$ cat src/rtl/arb_seq_pkg.sv
package arb_seq_pkg;
  typedef enum logic [2:0] {
    ST_IDLE,
    ST_WAIT,
    ST_DLY,
    ST_ARB,
    ST_HOLD
  } arb_state_e;
endpackage

$ cat src/rtl/arb_free_detect.sv
module arb_free_detect #(
  parameter int SETTLE_CYC = 40,
  localparam int CW = $clog2(SETTLE_CYC + 1)
) (
  input  logic clk_i,
  input  logic rst_ni,
  input  logic bsy_i,
  input  logic sel_i,
  input  logic bus_rst_i,
  output logic free_o,
  output logic free_pulse_o
);
  logic [CW-1:0] cnt_q;
  logic          quiet;

  assign quiet = !bsy_i && !sel_i && !bus_rst_i;

  always_ff @(posedge clk_i or negedge rst_ni) begin
    if (!rst_ni)                         cnt_q <= '0;
    else if (!quiet)                     cnt_q <= '0;
    else if (cnt_q != CW'(SETTLE_CYC))   cnt_q <= cnt_q + 1'b1;
  end

  assign free_o       = (cnt_q == CW'(SETTLE_CYC));
  // high in the cycle whose closing edge completes the settle interval
  assign free_pulse_o = quiet && (cnt_q == CW'(SETTLE_CYC - 1));
endmodule

$ cat src/rtl/arb_timer.sv
module arb_timer #(
  parameter int W = 9
) (
  input  logic         clk_i,
  input  logic         rst_ni,
  input  logic         clr_i,
  output logic [W-1:0] val_o
);
  always_ff @(posedge clk_i or negedge rst_ni) begin
    if (!rst_ni)           val_o <= '0;
    else if (clr_i)        val_o <= '0;
    else if (val_o != '1)  val_o <= val_o + 1'b1;
  end
endmodule

$ cat src/rtl/arb_prio.sv
module arb_prio #(
  parameter int ID_W = 3,
  localparam int DATA_W = 1 << ID_W
) (
  input  logic [ID_W-1:0]   id_i,
  input  logic [DATA_W-1:0] data_i,
  output logic              win_o
);
  logic [DATA_W-1:0] above;

  for (genvar i = 0; i < DATA_W; i++) begin : g_mask
    assign above[i] = (ID_W'(i) > id_i);
  end

  assign win_o = ~|(data_i & above);
endmodule

$ cat src/rtl/arb_seq.sv
module arb_seq
  import arb_seq_pkg::*;
#(
  parameter int CLK_NS    = 10,
  parameter int SETTLE_NS = 400,
  parameter int FREE_NS   = 800,
  parameter int SET_NS    = 1800,
  parameter int ARB_NS    = 2400,
  parameter int ID_W      = 3,
  localparam int DATA_W   = 1 << ID_W
) (
  input  logic              clk_i,
  input  logic              rst_ni,
  input  logic              arb_req_i,
  input  logic [ID_W-1:0]   my_id_i,
  input  logic              bsy_i,
  input  logic              sel_i,
  input  logic              bus_rst_i,
  input  logic [DATA_W-1:0] data_i,
  output logic              bsy_o,
  output logic              sel_o,
  output logic [DATA_W-1:0] data_o,
  output logic              data_oe_o,
  output logic              won_o,
  output logic              lost_o
);
  localparam int SETTLE_CYC = (SETTLE_NS + CLK_NS - 1) / CLK_NS;
  localparam int FREE_CYC   = (FREE_NS + CLK_NS - 1) / CLK_NS;
  localparam int SET_CYC    = SET_NS / CLK_NS;
  localparam int ARB_CYC    = (ARB_NS + CLK_NS - 1) / CLK_NS;
  localparam int MAX_CYC    = (SET_CYC > ARB_CYC) ? SET_CYC : ARB_CYC;
  localparam int TW         = $clog2(MAX_CYC + 1);
  localparam int SW         = $clog2(SET_CYC + 2);
  localparam int AW         = $clog2(ARB_CYC + 1);

  arb_state_e      state_q, state_d;
  logic [TW-1:0]   tmr;
  logic [ID_W-1:0] id_q;
  logic            free_lvl, free_pulse, win;
  logic            dec_win, dec_lose, won_q, lost_q;

  arb_free_detect #(.SETTLE_CYC(SETTLE_CYC)) u_free (
    .clk_i, .rst_ni, .bsy_i, .sel_i, .bus_rst_i,
    .free_o(free_lvl), .free_pulse_o(free_pulse)
  );

  arb_timer #(.W(TW)) u_tmr (
    .clk_i, .rst_ni, .clr_i(state_d != state_q), .val_o(tmr)
  );

  arb_prio #(.ID_W(ID_W)) u_prio (
    .id_i(id_q), .data_i(data_i), .win_o(win)
  );

  always_comb begin
    state_d  = state_q;
    dec_win  = 1'b0;
    dec_lose = 1'b0;
    unique case (state_q)
      ST_IDLE: if (arb_req_i) state_d = ST_WAIT;
      ST_WAIT: begin
        if (!arb_req_i)      state_d = ST_IDLE;
        else if (free_pulse) state_d = ST_DLY;
      end
      ST_DLY: begin
        if (!arb_req_i)                    state_d = ST_IDLE;
        else if (!free_lvl)                state_d = ST_WAIT;
        else if (tmr == TW'(FREE_CYC - 1)) state_d = ST_ARB;
        else if (tmr >= TW'(SET_CYC - 1))  state_d = ST_WAIT;
      end
      ST_ARB: begin
        if (sel_i || free_pulse) state_d = ST_WAIT;
        else if (tmr == TW'(ARB_CYC - 1)) begin
          if (win) begin state_d = ST_HOLD; dec_win  = 1'b1; end
          else     begin state_d = ST_WAIT; dec_lose = 1'b1; end
        end
      end
      ST_HOLD: begin
        if (!arb_req_i)      state_d = ST_IDLE;
        else if (free_pulse) state_d = ST_WAIT;
      end
      default: state_d = ST_IDLE;
    endcase
    if (bus_rst_i) begin
      state_d  = ST_IDLE;
      dec_win  = 1'b0;
      dec_lose = 1'b0;
    end
  end

  always_ff @(posedge clk_i or negedge rst_ni) begin
    if (!rst_ni) begin
      state_q <= ST_IDLE;
      id_q    <= '0;
      won_q   <= 1'b0;
      lost_q  <= 1'b0;
    end else begin
      state_q <= state_d;
      won_q   <= dec_win;
      lost_q  <= dec_lose;
      if (state_q == ST_DLY && state_d == ST_ARB) id_q <= my_id_i;
    end
  end

  assign bsy_o     = (state_q == ST_ARB) || (state_q == ST_HOLD);
  assign data_oe_o = bsy_o;
  assign sel_o     = (state_q == ST_HOLD);
  assign data_o    = data_oe_o ? (DATA_W'(1) << id_q) : '0;
  assign won_o     = won_q;
  assign lost_o    = lost_q;

  // independent observers for timing windows
  logic [SW-1:0] since_free;
  logic [AW-1:0] bsy_age;

  always_ff @(posedge clk_i or negedge rst_ni) begin
    if (!rst_ni) begin
      since_free <= '0;
      bsy_age    <= '0;
    end else begin
      if (free_pulse)                          since_free <= '0;
      else if (since_free != SW'(SET_CYC + 1)) since_free <= since_free + 1'b1;
      if (!bsy_o)                              bsy_age <= '0;
      else if (bsy_age != AW'(ARB_CYC))        bsy_age <= bsy_age + 1'b1;
    end
  end

  p_free_min_r2: assert property (@(posedge clk_i) disable iff (!rst_ni)
    $rose(bsy_o) |-> since_free >= SW'(FREE_CYC));
  p_set_max_r3: assert property (@(posedge clk_i) disable iff (!rst_ni)
    $rose(bsy_o) |-> since_free <= SW'(SET_CYC));
  p_one_hot_id_r4: assert property (@(posedge clk_i) disable iff (!rst_ni)
    data_oe_o |-> ($countones(data_o) == 1));
  p_arb_wait_r5: assert property (@(posedge clk_i) disable iff (!rst_ni)
    (won_o || lost_o) |-> bsy_age >= AW'(ARB_CYC));
  p_won_excl_r5: assert property (@(posedge clk_i) disable iff (!rst_ni)
    !(won_o && lost_o));
  p_won_hold_r5: assert property (@(posedge clk_i) disable iff (!rst_ni)
    won_o |-> (sel_o && bsy_o));
  p_lost_release_r6: assert property (@(posedge clk_i) disable iff (!rst_ni)
    lost_o |-> (!bsy_o && !data_oe_o));
  p_sel_release_r7: assert property (@(posedge clk_i) disable iff (!rst_ni)
    (bsy_o && !sel_o && sel_i) |=> (!bsy_o && !data_oe_o));
  p_bus_rst_release_r8: assert property (@(posedge clk_i) disable iff (!rst_ni)
    bus_rst_i |=> (!bsy_o && !sel_o && !data_oe_o));
  p_free_release_r9: assert property (@(posedge clk_i) disable iff (!rst_ni)
    (bsy_o && free_pulse) |=> !bsy_o);
  p_hold_drop_r10: assert property (@(posedge clk_i) disable iff (!rst_ni)
    (sel_o && !arb_req_i) |=> (!bsy_o && !sel_o));
endmodule

$ cat config.mk
export PLATFORM = sky130hd
export DESIGN_NAME = arb_seq
export DESIGN_NICKNAME = d
export VERILOG_FILES = /design/src/rtl/arb_seq_pkg.sv /design/src/rtl/arb_free_detect.sv /design/src/rtl/arb_timer.sv /design/src/rtl/arb_prio.sv /design/src/rtl/arb_seq.sv
export SDC_FILE = /design/constraint.sdc
export NUM_CORES = 1
export LEC_CHECK = 0
export ABC_AREA = 1
export ABC_CLOCK_PERIOD_IN_PS = 2600
export BUFFER_PORTS_ARGS = -buffer_cell sky130_fd_sc_hd__buf_2
export CAP_MARGIN = 20
export CORE_MARGIN = 4
export CORE_UTILIZATION = 40
export DETAILED_ROUTE_END_ITERATION = 8
export GPL_TIMING_DRIVEN = 0
export HOLD_SLACK_MARGIN = 0.15
export PLACE_DENSITY = 0.63
export SYNTH_ARGS = -nofsm -noshare
export SYNTH_HDL_FRONTEND = slang
export SYNTH_SLANG_ARGS = --single-unit
$ cat constraint.sdc
create_clock -name clk_i -period 2.6 [get_ports clk_i]
set_input_delay 0.26 -clock clk_i [delete_from_list [all_inputs] [get_ports clk_i]]
set_output_delay 0.26 -clock clk_i [all_outputs]
set_load 0.05 [all_outputs]
==> results_dict.tcl, run 1 <==
set metrics [dict create \
    timing.final.ws_setup_ns 0.645 \
    fin_crit_ns 1.95 \
    nets 269 \
    place_congestion 0.895 \
    antenna_found_initial 0 \
    synth_area_per_cell_um2 6.84 \
    synth_seq_cells 22 \
    cts_resized 0 \
    cp_num_cells 5 \
    cpPeakStageDelay_ns 0.47 \
    grt_pass1_wl_mm 5.05 \
    fmax_mhz 512 \
    clock_skew_ns 0.00500 \
    clockBufferDepth 2 \
    hpwl_mm 2.35 \
    rows 21 \
    synth_edf_count 0 \
    end_kind "output port" \
    max-vdd-ir-drop_uv 248 \
    synth-seq-area-share 0.374 \
    numCtsBuffers 3 \
    crit_arrival_ns 1.69 \
    synthDistinctLibCells 27 \
    initial_core_util 0.427 \
    finalSetupViolCount 0 \
    synth_largest_area_cell "dfrtp_1" \
    worst_pin_slew_ns 0.496 \
    postRouteWirelength_mm 2.98 \
    pre_cts_ws_ns 0.710 \
    drtIter0Drc 40 \
    yosysWarnings 0 \
    reg2reg_from "u_free.cnt_q[0]$_DFFE_PN0P_" \
    clk_pin_slew_ns 0.08 \
    grt_max_degree 23 \
    setup_tns_ns 0 \
    p_total_mw 0.690 \
    crit_buf_inv 1 \
    layout-drive-gt1-share 0.230 \
    root_buffer "clkbuf_8" \
    boundaryPins 30 \
    critPathTopFamily "simple AND/OR/NAND/NOR gates" \
    reg2reg_to "u_tmr.val_o[6]$_DFFE_PN0P_" \
    cp_max_fo 7 \
    power_density_mw_per_mm2 398 \
    design_area_mm2 0.00173 \
    synth-async-reset-ratio 1.00 \
    wl_met1_mm 1.49 \
    drcViolationCount 0 \
    wl_met2_mm 1.34 \
    wl_per_cell_um 10.1 \
    netlist_area_mm2 0.00147 \
    crit_chain "nor3_2, or2_2, nand2_1, nor2_1, buf_2" \
    groute.usage.overall 0.142 \
    cts-htree-levels 1 \
    holdCritPathClass "in -> reg" \
    cts_tree "built" \
    die_y_um 68.6 \
    core_mm2 0.00344 \
    syn2layout_area_growth_pct 17.9 \
    dr.max_layer_used "met4" \
    grt_pass1_vias 1153 \
    critical_path_class "reg -> out" \
    cp.required_ns 2.34 \
    design.die.area_mm2 0.00471 \
    dpl-instance-area_mm2 0.00167 \
    synth_commonest_cells "nand2_1, nor2_1, inv_1, dfrtp_1, nand3_1" \
    synth_area_leaders "dfrtp_1, nand2_1, nor2_1" \
    ant_nets 0 \
    status "finished, final reports clean" \
    via_per_inst 4.59 \
    crit_path_start_kind "register" \
    vias 1349 \
    rsz0062_at_grt "false" \
    p_leak_nw 0.910 \
    period_share 0.752 \
    crit_start "state_q[2]$_DFF_PN0_" \
    die_w_um 68.6 \
    yosysMostFrequentCell "nand2_1" \
    clock_latency_ns 0.27 \
    maxSlewHeadroom 0.669 \
    drtPass1Iterations 4 \
    syn-num-nets 235 \
    ff2ff_setup_slack_ns 0.70 \
    nFillCells 377 \
    yosysTopAreaCellShare 0.374 \
    synthFlopType "dfrtp_1" \
    drv_slew 0 \
    ff2ff_path_depth 15 \
    critPathSlowestCell "dfrtp_1" \
    clock-sinks 22 \
    synth_cells 215 \
    holdBufCountCts 1 \
    cap_violations 0 \
    finalHoldViolations 0 \
    io_buffer_count 28 \
    post-cts-setup-buffer-count 0 \
    antennaDiodeCount 0 \
    endpoint "data_o[1]" \
    overflow 0 \
    wl_met3_um 113 \
]
==> cell type report <==
cell class | count | area (µm²) | area share
Clock buffer | 4 | 55.1 | 0.0318
Buffer | 1 | 7.51 | 0.00433
Multi-Input combinational cell | 159 | 788 | 0.455
Inverter | 33 | 124 | 0.0715
Tap cell | 46 | 57.6 | 0.0332
Timing Repair Buffer | 29 | 150 | 0.0866
Sequential cell | 22 | 551 | 0.318
==> cell families after synthesis <==
kind of cell	Yosys count	share of synthesized area
XOR/XNOR	3	0.0179
adder cells (fa/ha/maj)	3	0.0255
AO/OA/AOI/OAI	11	0.0374
buffers and inverters	34	0.0894
AND/OR/NAND/NOR	141	0.449
flip-flops	22	0.374
multiplexers	1	0.00681
==> flip-flops by register name (all words and copies together) (netlist names) <==
| name | flops |
|---|---|
| lost_o | 1 |
| state_q | 3 |
| id_q | 3 |
| won_o | 1 |
| u_free.cnt_q | 6 |
| u_tmr.val_o | 8 |
==> worst reg2reg max path: stages, from the launching register on <==
cell and delay [ns]:
dfrtp_1 0.43, ha_1 0.25, nand3_1 0.09, nor2_1 0.05
nand2_2 0.11, clkinv_1 0.11, nand2_1 0.07, nand3_1 0.06
nand2_1 0.07, nand2_1 0.05, nand2_1 0.10, nand2_1 0.08
nand2_1 0.06, nand2_1 0.08, nand2_4 0.16, nor2_2 0.05
==> where the power goes <==
group          leakage [nW]  switching [mW]  internal [mW]
logic                 0.579          0.0451         0.0306
clock network        0.0288           0.115          0.135
registers             0.303          0.0115          0.353
total                 0.910           0.171          0.519
==> metrics by stage <==
step / utilization / hold WS, ns / instances
6_report: 0.503 / 0.183 / 294
5_1_grt: 0.503 / 0.182 / 294
4_1_cts: 0.503 / 0.174 / 294
3_5_place_dp: 0.485 / 0.261 / 289
3_3_place_gp: 0.485 / 0.252 / 289
2_1_floorplan: - / -0.0356 / 215
==> placed cells by master (no fill, tap or decap), types with 4 or more instances in the layout <==
cell type  netlist  layout
o21ai_0          4       4
buf_2            0      28
nor2_2           8       8
clkbuf_8         0       4
dfrtp_1         22      22
o21ai_1          4       4
nand2_2          6       6
inv_1           29      29
nand3_1         20      20
nand2_1         57      57
nor2_1          35      35
==> routing by layer <==
metal,GRT usage,vias to the layer above
met2,0.213,20
met5,0,-
met1,0.195,590
li1,-,733
met4,0.0521,0
met3,0.0373,6
==> how the worst min path moves through the flow <==
stage                          start                           to  slack [ns]  depth (start not counted)
after floorplan               rst_ni          id_q[0]$_DFFE_PN0P_       -0.04                          0
after global placement        rst_ni  u_free.cnt_q[3]$_DFFE_PN0P_        0.25                          1
after detailed placement      rst_ni  u_free.cnt_q[3]$_DFFE_PN0P_        0.26                          1
after CTS                 my_id_i[2]          id_q[2]$_DFFE_PN0P_        0.17                          3
after global routing      my_id_i[1]          id_q[1]$_DFFE_PN0P_        0.18                          3
final                     my_id_i[1]          id_q[1]$_DFFE_PN0P_        0.18                          3
No activity file was read; power rests on OpenSTA's default activity.
==> run 2, diff against run 1 <==
- ABC_CLOCK_PERIOD_IN_PS: 2600 -> 1930
- clock period: 2.6 -> 1.93 ns (I/O delays scaled with it)
==> run 2 against run 1 <==
Compared with the run above:
- sequential share of layout area down 3.2 points
- clock skew about the same
- hold slack improved by 0.011 ns
- critical path depth up 11
- via count is 3.2% higher
- register-to-register slack worse by 0.66 ns
- routed wire length grew 4.5%
- clock power is 11% higher
- utilization up 6.1 points
- global-route usage is 0.14 points higher
- non-clock buffer count rose by 8
- cell count is 2.4% higher
- critical path type is now reg -> reg
- critical endpoint is now u_tmr.val_o[5]$_DFFE_PN0P_
- highest routed layer unchanged
==> results_dict.tcl, run 2 (synthesized netlist as in run 1, its figures left out) <==
set metrics [dict create \
    clock-sinks 22 \
    grt_max_degree 23 \
    fmax_mhz 529 \
    final_common_cell "nand2_1" \
    place_congestion 0.786 \
    initial_core_util 0.427 \
    status "finished, final reports clean" \
    intPower_mw 0.666 \
    cts-htree-levels 1 \
    pre_cts_ws_ns 0.0443 \
    largest_reg_flops 8 \
    p_sw_mw 0.219 \
    top_register "u_tmr.val_o" \
    maxSlewHeadroom 0.671 \
    clock_latency_ns 0.26 \
    crit_chain "inv_1, ha_2, nand3_2, nor2_4, inv_2, nor2_1, nand2_1, nand2_1, nand2_1, nand2_1, nand2_2, nand2_2, nand2_2, nor2_4, nand2_4, nor2_2" \
    overflow 0 \
    nFillCells 328 \
    crit_path_start_kind "register" \
    power_density_mw_per_mm2 456 \
    switching_share 0.248 \
    grt_pass1_wl_mm 5.14 \
    grt_pass1_vias 1185 \
    boundaryPins 30 \
    cp_max_fo 8 \
    die_y_um 68.6 \
    cp_common_cell "nand2_1" \
    crit_arrival_ns 2.09 \
    drtPass1Iterations 4 \
    design.die.area_mm2 0.00471 \
    clock_skew_ns 0.00485 \
    wl_met2_mm 1.42 \
    antennaDiodeCount 0 \
    wl_per_cell_um 10.4 \
    rsz0062_at_grt "true" \
    seq_power_share 0.555 \
    combPwrFrac 0.132 \
    layout-drive-gt1-share 0.353 \
    finalSetupViolCount 0 \
    p_leak_nw 0.939 \
    critPathSlowestCell "dfrtp_1" \
    postRouteWirelength_mm 3.12 \
    critical_path_class "reg -> reg" \
    wl_met3_um 137 \
    via_per_inst 4.62 \
    clkPwrFrac 0.313 \
    instances_no_fill 301 \
    dr.max_layer_used "met4" \
    clk_pin_slew_ns 0.08 \
    cap_violations 0 \
    fin_crit_ns 1.89 \
    worst_pin_slew_ns 0.494 \
    die_w_um 68.6 \
    syn2layout_area_growth_pct 32.2 \
    drtIter0Drc 60 \
    ant_nets 0 \
    wl_met1_mm 1.55 \
    finalHoldViolations 0 \
    numCtsBuffers 3 \
    most-common-layout-cells "nand2_1, inv_1, nor2_1" \
    hpwl_mm 2.33 \
    timing.final.ws_setup_ns 0.0400 \
    cpPeakStageDelay_ns 0.43 \
    top_regs "u_tmr.val_o (8), u_free.cnt_q (6)" \
    nets 277 \
    holdCritPathClass "in -> reg" \
    period_share 0.979 \
    end_kind "register" \
    vias 1392 \
    groute.usage.overall 0.144 \
    place_inst 289 \
    io_buffer_count 28 \
    cp.required_ns 2.13 \
    drcViolationCount 0 \
    core_mm2 0.00344 \
    drv_slew 0 \
    antenna_found_initial 0 \
    root_buffer "clkbuf_8" \
    cts_tree "built" \
    clockBufferDepth 2 \
    rows 21 \
    max-vdd-ir-drop_uv 328 \
]
## run 2: power groups by stage
stage          clock [mW]  combinational [mW]  sequential (mW)
5_1_grt             0.308               0.134            0.494
4_1_cts             0.289               0.110            0.492
2_1_floorplan           0              0.0632            0.498
6_report            0.277               0.117            0.492
3_3_place_gp            0               0.100            0.501
3_5_place_dp            0               0.102            0.500
## run 2: path summary, 6_finish.rpt
check / from / end / slack (ns) / cells past startpoint
worst min-delay path: bsy_i / u_free.cnt_q[3]$_DFFE_PN0P_ / 0.19 / 4
worst max register to register: u_free.cnt_q[0]$_DFFE_PN0P_ / u_tmr.val_o[5]$_DFFE_PN0P_ / 0.04 / 16
worst min register to register: u_free.cnt_q[1]$_DFFE_PN0P_ / u_free.cnt_q[1]$_DFFE_PN0P_ / 0.54 / 2
worst max-delay path: u_free.cnt_q[0]$_DFFE_PN0P_ / u_tmr.val_o[5]$_DFFE_PN0P_ / 0.04 / 16
min in group asynchronous: rst_ni / u_free.cnt_q[5]$_DFFE_PN0P_ / 0.42 / 2
max in group asynchronous: rst_ni / state_q[1]$_DFF_PN0_ / 1.14 / 2
## run 2: metrics by stage
| stage | cell area (µm²) | hold slack (ns) | setup TNS (ns) | utilization | power, mW |
|---|---|---|---|---|---|
| final | 1940 | 0.195 | 0 | 0.565 | 0.886 |
| after global routing | 1940 | 0.217 | -1.17 | 0.565 | 0.936 |
| after CTS | 1830 | 0.192 | -0.255 | 0.531 | 0.891 |
| after detailed placement | 1730 | 0.197 | 0 | 0.503 | 0.602 |
| after global placement | 1730 | 0.190 | 0 | 0.503 | 0.601 |
| after floorplan | 1530 | -0.103 | -0.342 | - | 0.561 |
## run 2: timing repair
| action | CTS | global route |
|---|---|---|
| cloned | 0 | 0 |
| setup endpoints to repair | 8 | 20 |
| setup buffers | 0 | 4 |
| hold buffers | 5 | 0 |
| pin swaps | 0 | 13 |
| hold endpoints to repair | 26 | 0 |
| gates resized for setup | 2 | 29 |
## run 2: final cells by class
type / count / area, µm² / area share
Inverter: 33 / 128 / 0.0657
Sequential cell: 22 / 554 / 0.285
Multi-Input combinational cell: 159 / 925 / 0.476
Buffer: 1 / 7.51 / 0.00386
Tap cell: 46 / 57.6 / 0.0296
Clock buffer: 3 / 41.3 / 0.0212
Timing Repair Buffer: 37 / 230 / 0.118
## run 2: routing by layer
layer	GRT usage	vias up
li1	-	748
met1	0.208	622
met2	0.204	20
met3	0.0357	2
met4	0.0521	0
met5	0	-
## run 2: critical path: cells and delay by family, from the launching register on
kind	cells	cell delay, ns
simple gates	13	1.13
flops	1	0.43
fa+ha+maj	1	0.17
buf+inv	2	0.12
==> run 3, diff against run 2 <==
- PLACE_DENSITY: 0.63 -> 0.59
==> run 3 against run 2 <==
Compared with the run above:
- combinational power increased by 9%
- die area unchanged
- routed wire length increased by 2.5%
- count of clock-buffer cells in the layout increased by 1
- first-iteration DRC count increased by 8.3%
- final area increased by 3.9%
- clock power increased by 19%
- power increased by 7.4%
- cell count increased by 2.3%
- register-to-register slack got worse by 0.03 ns
- via count increased by 1.1%
- largest power group unchanged
==> results_dict.tcl, run 3 (synthesized netlist as in run 1, its figures left out) <==
set metrics [dict create \
    cp_common_cell "nand2_1" \
    rsz0062_at_grt "true" \
    grt_pass1_wl_mm 5.61 \
    largest_reg_flops 8 \
    fmax_mhz 522 \
    place_congestion 0.751 \
    critPathSlowestCell "dfrtp_1" \
    numCtsBuffers 3 \
    cap_violations 0 \
    drv_slew 0 \
    max-vdd-ir-drop_uv 363 \
    initial_core_util 0.427 \
    final_common_cell "nand2_1" \
    grt_pass1_vias 1291 \
    critical_path_class "reg -> reg" \
    top_regs "u_tmr.val_o (8), u_free.cnt_q (6)" \
    io_buffer_count 28 \
    design.die.area_mm2 0.00471 \
    rows 21 \
    nFillCells 343 \
    place_inst 289 \
    root_buffer "clkbuf_8" \
    groute.usage.overall 0.157 \
    holdWs_ns 0.193 \
    crit_arrival_ns 2.11 \
    drcViolationCount 0 \
    hpwl_mm 2.41 \
    finalHoldViolations 0 \
    setup_tns_ns 0 \
    layout-drive-gt1-share 0.366 \
    cpPeakStageDelay_ns 0.43 \
    die_y_um 68.6 \
    p_leak_nw 0.988 \
    crit_path_start_kind "register" \
    end_kind "register" \
    most-common-layout-cells "nand2_1, inv_1, buf_2" \
    wl_per_cell_um 10.4 \
    via_per_inst 4.57 \
    clockBufferDepth 2 \
    clock_latency_ns 0.27 \
    holdCritPathClass "in -> reg" \
    boundaryPins 30 \
    status "finished, final reports clean" \
    cts-htree-levels 1 \
    ant_nets 0 \
    period_share 0.993 \
    syn2layout_area_growth_pct 37.4 \
    clock_skew_ns 0.0108 \
    maxSlewHeadroom 0.676 \
    power_density_mw_per_mm2 471 \
    critPathTopFamily "simple AND/OR/NAND/NOR gates" \
    clk_pin_slew_ns 0.08 \
    cp_max_fo 8 \
    drtIter0Drc 65 \
    overflow 0 \
    postRouteWirelength_mm 3.19 \
    crit_chain "inv_1, ha_2, nand3_2, nor2_4, buf_4, nand2_1, o21ai_1, nand2_1, nand2_1, nand2_2, nand2_1, nand2_1, nand2_2, nand2_8, nor2_4" \
    core_mm2 0.00344 \
    worst_pin_slew_ns 0.486 \
    instances_no_fill 308 \
    p_total_mw 0.951 \
    top_register "u_tmr.val_o" \
    die_w_um 68.6 \
    finalSetupViolCount 0 \
    antenna_found_initial 0 \
    vias 1408 \
    clock-sinks 22 \
    cts_tree "built" \
    crit_buf_inv 2 \
    fin_crit_ns 1.92 \
    cp.required_ns 2.13 \
    nets 283 \
    drtPass1Iterations 4 \
    antennaDiodeCount 0 \
    grt_max_degree 23 \
]
==> run 3: final timing paths <==
| path | startpoint | endpoint | slack (ns) | cells after the start |
|---|---|---|---|---|
| max | u_free.cnt_q[0]$_DFFE_PN0P_ | u_tmr.val_o[6]$_DFFE_PN0P_ | 0.01 | 15 |
| min | bsy_i | u_free.cnt_q[3]$_DFFE_PN0P_ | 0.19 | 4 |
| max reg2reg | u_free.cnt_q[0]$_DFFE_PN0P_ | u_tmr.val_o[6]$_DFFE_PN0P_ | 0.01 | 15 |
| min reg2reg | u_free.cnt_q[1]$_DFFE_PN0P_ | u_free.cnt_q[1]$_DFFE_PN0P_ | 0.55 | 2 |
| max in group asynchronous | rst_ni | state_q[2]$_DFF_PN0_ | 1.17 | 2 |
| min in group asynchronous | rst_ni | u_free.cnt_q[3]$_DFFE_PN0P_ | 0.41 | 2 |
==> run 3: per-stage QoR <==
step / cell area [µm²] / setup slack (ns) / util
floorplan: 1530 / -0.0428 / -
global placement: 1730 / 0.0414 / 0.503
detailed placement: 1730 / 0.0254 / 0.503
CTS: 1880 / 0.0211 / 0.547
global route: 2020 / -0.164 / 0.587
finish: 2020 / 0.0142 / 0.587
==> run 3: power breakdown <==
part | switching (mW) | internal, mW
Sequential | 0.0195 | 0.476
Clock | 0.147 | 0.182
Combinational | 0.0675 | 0.0592
Total | 0.234 | 0.717
==> run 3: layout make-up <==
type	count	area, µm²	share of cell area
inverters	33	128	0.0632
clock buffers	4	55.1	0.0273
well taps	46	57.6	0.0285
repair buffers	43	270	0.134
flip-flops and latches	22	552	0.273
multi-input cells	159	950	0.470
plain buffers	1	7.51	0.00372
==> run 3: worst reg2reg max path: cells and delay by family (launching register included) <==
kind                       cells  cell delay [ns]
DFF                            1             0.43
AOI/OAI and AO/OA              1             0.15
and+or+nand+nor               11             0.92
buffers and inverters          2             0.19
adders and majority gates      1             0.16
==> run 3: metal layers <==
| metal | routed length [µm] | track usage |
|---|---|---|
| met1 | 1520 | 0.210 |
| met2 | 1470 | 0.247 |
| met3 | 138 | 0.0292 |
| met4 | 60 | 0.0670 |
| met5 | 0 | 0 |
==> run 3: what timing repair did <==
item / CTS / global route
buffers inserted: 4 / 6
hold endpoints to repair: 26 / 0
hold buffers: 5 / 0
setup endpoints to repair: 8 / 20
gates resized for setup: 5 / 25
pin swaps: 1 / 13
